[config.mk]
export PLATFORM = sky130hd
export DESIGN_NAME = load_align_unit
export DESIGN_NICKNAME = d
export VERILOG_FILES = /design/src/rtl/load_align_unit.sv
export SDC_FILE = /design/constraint.sdc
export NUM_CORES = 1
export LEC_CHECK = 0
export ABC_AREA = 0
export CAP_MARGIN = 20
export CELL_PAD_IN_SITES_DETAIL_PLACEMENT = 1
export CELL_PAD_IN_SITES_GLOBAL_PLACEMENT = 2
export CORE_MARGIN = 10
export CORE_UTILIZATION = 30
export DETAILED_ROUTE_END_ITERATION = 10
export PLACE_DENSITY = 0.9
export SYNTH_ARGS = -nofsm -noshare
export SYNTH_HDL_FRONTEND = slang
export SYNTH_SLANG_ARGS = --single-unit
[constraint.sdc]
create_clock -name clk -period 2.9 [get_ports clk]
set_clock_uncertainty 0.2 [all_clocks]
set_input_delay 0.29 -clock clk [delete_from_list [all_inputs] [get_ports clk]]
set_output_delay 0.29 -clock clk [all_outputs]
set_load 0.05 [all_outputs]
[src/rtl/load_align_unit.sv]
module load_align_unit #(
  parameter int ADDR_W = 32,
  parameter int DW     = 64,
  parameter int SZ_W   = $clog2($clog2(DW / 8) + 1)
) (
  input  logic              clk,
  input  logic              rst_n,
  input  logic              req_valid,
  output logic              req_ready,
  input  logic [ADDR_W-1:0] req_addr,
  input  logic [SZ_W-1:0]   req_size,
  input  logic              req_signed,
  input  logic              rotate_mode,
  input  logic              fault_en,
  output logic              rd_req_valid,
  input  logic              rd_req_ready,
  output logic [ADDR_W-1:0] rd_req_addr,
  input  logic              rd_resp_valid,
  input  logic [DW-1:0]     rd_resp_data,
  output logic              res_valid,
  input  logic              res_ready,
  output logic [DW-1:0]     res_data,
  output logic              misalign
);
  localparam int LANES = DW / 8;
  localparam int OFF_W = $clog2(LANES);
  localparam int IDX_W = $clog2(DW);

  typedef enum logic [2:0] {S_IDLE, S_REQ_LO, S_WAIT_LO, S_REQ_HI, S_WAIT_HI, S_DONE} state_t;
  state_t state;

  logic [ADDR_W-1:0] base_q;
  logic [OFF_W-1:0]  off_q;
  logic [SZ_W-1:0]   size_q;
  logic              sgn_q, span_q;
  logic [DW-1:0]     lo_q, hi_q;

  logic       accept, mis_c, span_c;
  logic [OFF_W:0] end_c;

  assign req_ready    = (state == S_IDLE);
  assign accept       = req_valid && req_ready;
  assign mis_c        = (req_addr[OFF_W-1:0] & OFF_W'((1 << req_size) - 1)) != '0;
  assign end_c        = {1'b0, req_addr[OFF_W-1:0]} + (OFF_W+1)'(1 << req_size);
  assign span_c       = !rotate_mode && (end_c > (OFF_W+1)'(LANES));
  assign rd_req_valid = (state == S_REQ_LO) || (state == S_REQ_HI);
  assign rd_req_addr  = (state == S_REQ_HI) ? base_q + ADDR_W'(LANES) : base_q;
  assign res_valid    = (state == S_DONE);

  always_ff @(posedge clk) begin
    if (!rst_n) begin
      state    <= S_IDLE;
      misalign <= 1'b0;
      base_q   <= '0;
      off_q    <= '0;
      size_q   <= '0;
      sgn_q    <= 1'b0;
      span_q   <= 1'b0;
      lo_q     <= '0;
      hi_q     <= '0;
    end else begin
      misalign <= accept && fault_en && mis_c;
      case (state)
        S_IDLE: if (accept && !(fault_en && mis_c)) begin
          base_q <= {req_addr[ADDR_W-1:OFF_W], OFF_W'(0)};
          off_q  <= req_addr[OFF_W-1:0];
          size_q <= req_size;
          sgn_q  <= req_signed;
          span_q <= span_c;
          state  <= S_REQ_LO;
        end
        S_REQ_LO: if (rd_req_ready) state <= S_WAIT_LO;
        S_WAIT_LO: if (rd_resp_valid) begin
          lo_q  <= rd_resp_data;
          hi_q  <= rd_resp_data;
          state <= span_q ? S_REQ_HI : S_DONE;
        end
        S_REQ_HI: if (rd_req_ready) state <= S_WAIT_HI;
        S_WAIT_HI: if (rd_resp_valid) begin
          hi_q  <= rd_resp_data;
          state <= S_DONE;
        end
        S_DONE: if (res_ready) state <= S_IDLE;
        default: state <= S_IDLE;
      endcase
    end
  end

  logic [2*DW-1:0] shifted;
  logic [DW-1:0]   raw;
  logic [IDX_W-1:0] top_idx;
  logic             fill;

  assign shifted = {hi_q, lo_q} >> ({off_q, 3'b000});
  assign raw     = shifted[DW-1:0];
  assign top_idx = IDX_W'((8 << size_q) - 1);
  assign fill    = sgn_q & raw[top_idx];

  always_comb begin
    for (int i = 0; i < DW; i++)
      res_data[i] = (i <= int'(top_idx)) ? raw[i] : fill;
  end

  p_ready_idle_r1: assert property (@(posedge clk) disable iff (!rst_n)
    (res_valid || rd_req_valid) |-> !req_ready);
  p_rd_aligned_r2: assert property (@(posedge clk) disable iff (!rst_n)
    rd_req_valid |-> (rd_req_addr[OFF_W-1:0] == '0));
  p_flag_pulse_r7: assert property (@(posedge clk) disable iff (!rst_n)
    misalign |=> !misalign);
  p_flag_noread_r7: assert property (@(posedge clk) disable iff (!rst_n)
    misalign |-> (!rd_req_valid && !res_valid));
  p_res_hold_r9: assert property (@(posedge clk) disable iff (!rst_n)
    (res_valid && !res_ready) |=> (res_valid && $stable(res_data)));
  p_res_after_resp_r9: assert property (@(posedge clk) disable iff (!rst_n)
    $rose(res_valid) |-> $past(rd_resp_valid));
  p_rd_hold_r10: assert property (@(posedge clk) disable iff (!rst_n)
    (rd_req_valid && !rd_req_ready) |=> (rd_req_valid && $stable(rd_req_addr)));
endmodule

==> metrics.cfg <==
[synth]
synth_edf_count=0
ys_ff_latch=160
async_reset_ff_share_pct=0
synth.distinct_cells=55
yosys_warnings=0
synthFlopType=dfxtp_1
synth_area_per_cell_um2=8.32
synthCells=1161
yosysSeqAreaShare_pct=33.2
syn_area_um2=9660

[cts]
path_clk_slew_ns=0.06
cts_buffer_depth=2
cts_hold_buf=0
cts_root_buffer=clkbuf_16
clock_latency_ns=0.43
cts.sinks=160
tritoncts=yes
cts_buffers=17
htreeDepth=4

[hold_path]
worstHoldStart=req_addr[11]
hp-class=primary input to flip-flop
whs_path_depth=3
min_to=base_q[11]$_SDFFE_PN0P_

[sta]
rsz0062_at_grt=yes
drv_slew=0
fin_crit_sh_pct=107
fmax_ghz=0.323
worst_pin_slew_ns=0.609
setup_viol=52
fin_ws_ns=-0.195
finalSetupTns_ns=-6.85
timing.final.crit_period_ns=3.09
hold_viol=0
relSlewSlack_pct=59.4

[run_status]
status=complete, but fails checks
violations=negative setup slack

[global_routing]
gr-total-overflow=0
grt_pass1_vias=9838
grt_util_all_layers_pct=18.1
grt_max_degree=123
grt_pass1_wl_mm=56.4
antenna_found_initial=14

[routing]
vias=9285
via_per_inst=5.26
dr.pass1.iters=5
drc=0
dr.first_iter.drc_count=459
wl_per_cell_um=21.0
wl_mm=37.0
ant_nets=0

[critical_path]
required_ns=2.41
cp.arrival_ns=2.60
reg2reg_from=state[2]$_SDFFE_PN0P_
reg2reg_to=base_q[16]$_SDFFE_PN0P_
rrSetupSlack_ns=1.01
crit_path_start_kind=flip-flop
crit_path_end_kind=output port
critPathKind=flip-flop to output port
cp_max_fo=14
reg2reg_depth=7

[floorplanning]
core_um2=31600
fp.dieW_um=199
row_count=65
die_area_um2=39800
die_h_um=199
start_util_pct=30.5
ios=207

[placed_design]
placed_area_um2=12500
gp_congestion=0.856
post-place-ws_ns=0.0908
port-buffer-count=203
dp_hpwl_mm=25.9

[power_and_ir_drop]
vdd_ir_drop_max_v=0.000402
internal_power_mw=5.53
comb_power_share_pct=46.3
p_total_mw=9.37
power.switching_mw=3.83
netSwitchingFraction_pct=40.9
pwr-share-clk_pct=24.6
power_frac_seq_pct=29.1
power.leakage_nw=4.59
power_density_nw_per_um2=674

[cells_and_area]
drive_above_1_share_pct=24.6
final_util_pct=43.9
areaGrowthSynthToFinish_pct=43.8
design_area_um2=13900
layout.nets=1456

[job]
drv_cap=0

## sequential cells by signal, indices dropped and copies added, names as in the netlist, 2 cells and up
register  cells
size_q        2
state         3
base_q       29
hi_q         56
off_q         3
lo_q         64
## cell usage in the layout (no fill, tap or decap), drive strengths merged, types with 7 or more instances in the layout
master	instances
a211oi	8
a21oi	180
buf	144
clkbuf	23
clkdlybuf4s50	111
dfxtp	160
diode	7
inv	9
mux2	12
mux2i	124
mux4	46
nand2	333
nand3	13
nand4	7
nor2	22
nor2b	8
o21ai	50
xnor2	20
xor2	13
## layout make-up
cell class	instances	area, um2
Antenna cell	7	17.5
Multi-Input combinational cell	898	6390
Inverter	7	28.8
Timing Repair Buffer	258	3150
Clock inverter	12	133
Clock buffer	20	457
Tap cell	402	503
Fill cell	3601	17700
Sequential cell	160	3220
## kinds of logic (layout without fill, tap and decap cells)
family | count (synthesis) | after routing | synth area share, %
flops | 160 | 160 | 33.2
buf+inv | 105 | 297 | 5.52
other cells | 1 | 10 | 0.0388
fa+ha+maj | 7 | 7 | 0.984
mux | 182 | 182 | 25.1
simple gates | 413 | 413 | 17.6
xor+xnor | 33 | 33 | 2.99
compound gates | 260 | 260 | 14.6
## worst max path at each step
| stage | startpoint | depth (start not counted) | slack [ns] | to |
|---|---|---|---|---|
| 3_5_place_dp | req_size[0] | 9 | 0.09 | span_q$_SDFFE_PN0P_ |
| 6_report | off_q[0]$_SDFFE_PN0P_ | 7 | -0.19 | res_data[45] |
| 2_1_floorplan | size_q[1]$_SDFFE_PN0P_ | 7 | -0.04 | res_data[16] |
| 3_3_place_gp | off_q[1]$_SDFFE_PN0P_ | 7 | 0.23 | res_data[13] |
| 5_1_grt | off_q[0]$_SDFFE_PN0P_ | 7 | -0.26 | res_data[45] |
| 4_1_cts | off_q[1]$_SDFFE_PN0P_ | 8 | -0.14 | res_data[35] |
## routing by layer
metal  vias to the layer above  wire, um  global-route usage, %
li1                       4433         -                      -
met1                      4510     15200                   21.1
met2                       256     17500                   29.3
met3                        72      3200                   7.18
met4                        14      1040                   6.81
met5                         -        92                      0
## stage by stage
| step | instances | hold WS, ns |
|---|---|---|
| 2_1_floorplan | 1163 | 0.221 |
| 3_3_place_gp | 1700 | 0.242 |
| 3_5_place_dp | 1700 | 0.249 |
| 4_1_cts | 1741 | 0.180 |
| 5_1_grt | 1758 | 0.192 |
| 6_report | 1764 | 0.198 |
## power groups by stage
stage	clock network [mW]	registers (mW)	logic, mW
2_1_floorplan	0	2.68	2.55
4_1_cts	2.35	2.71	4.15
3_5_place_dp	0	2.77	4.01
6_report	2.30	2.73	4.34
3_3_place_gp	0	2.75	3.94
5_1_grt	2.44	2.77	4.61
## worst max-delay path, stage by stage, from the launching register on
cell	delay, ns
dfxtp_4	0.46
mux2_2	0.36
o2bb2ai_1	0.16
o2111ai_1	0.34
and4_4	0.40
buf_12	0.19
o21ai_2	0.08
buf_6	0.18
## synthesized netlist by cell type (all sizes together) (6+ instances only)
cell | count | area [um2]
mux2 | 12 | 139
a21oi | 180 | 901
xor2 | 13 | 114
buf | 45 | 308
xnor2 | 20 | 175
nand4 | 7 | 43.8
clkbuf | 53 | 199
nor3 | 6 | 30.0
a211oi | 8 | 60.1
inv | 7 | 26.3
nor2b | 8 | 50.1
nand2 | 333 | 1250
nor2 | 22 | 85.1
nand3 | 13 | 65.1
mux2i | 124 | 1250
and3 | 6 | 37.5
o21ai | 50 | 250
dfxtp | 160 | 3200
mux4 | 46 | 1040
ha | 6 | 75.1
## repair_timing
item | CTS | global route
gates cloned | 1 | 2
pin swaps | 4 | 14
gates resized for setup | 69 | 51
setup buffers | 8 | 14
setup endpoints to repair | 64 | 64
Note: power is estimated with default switching activity, not from simulation.
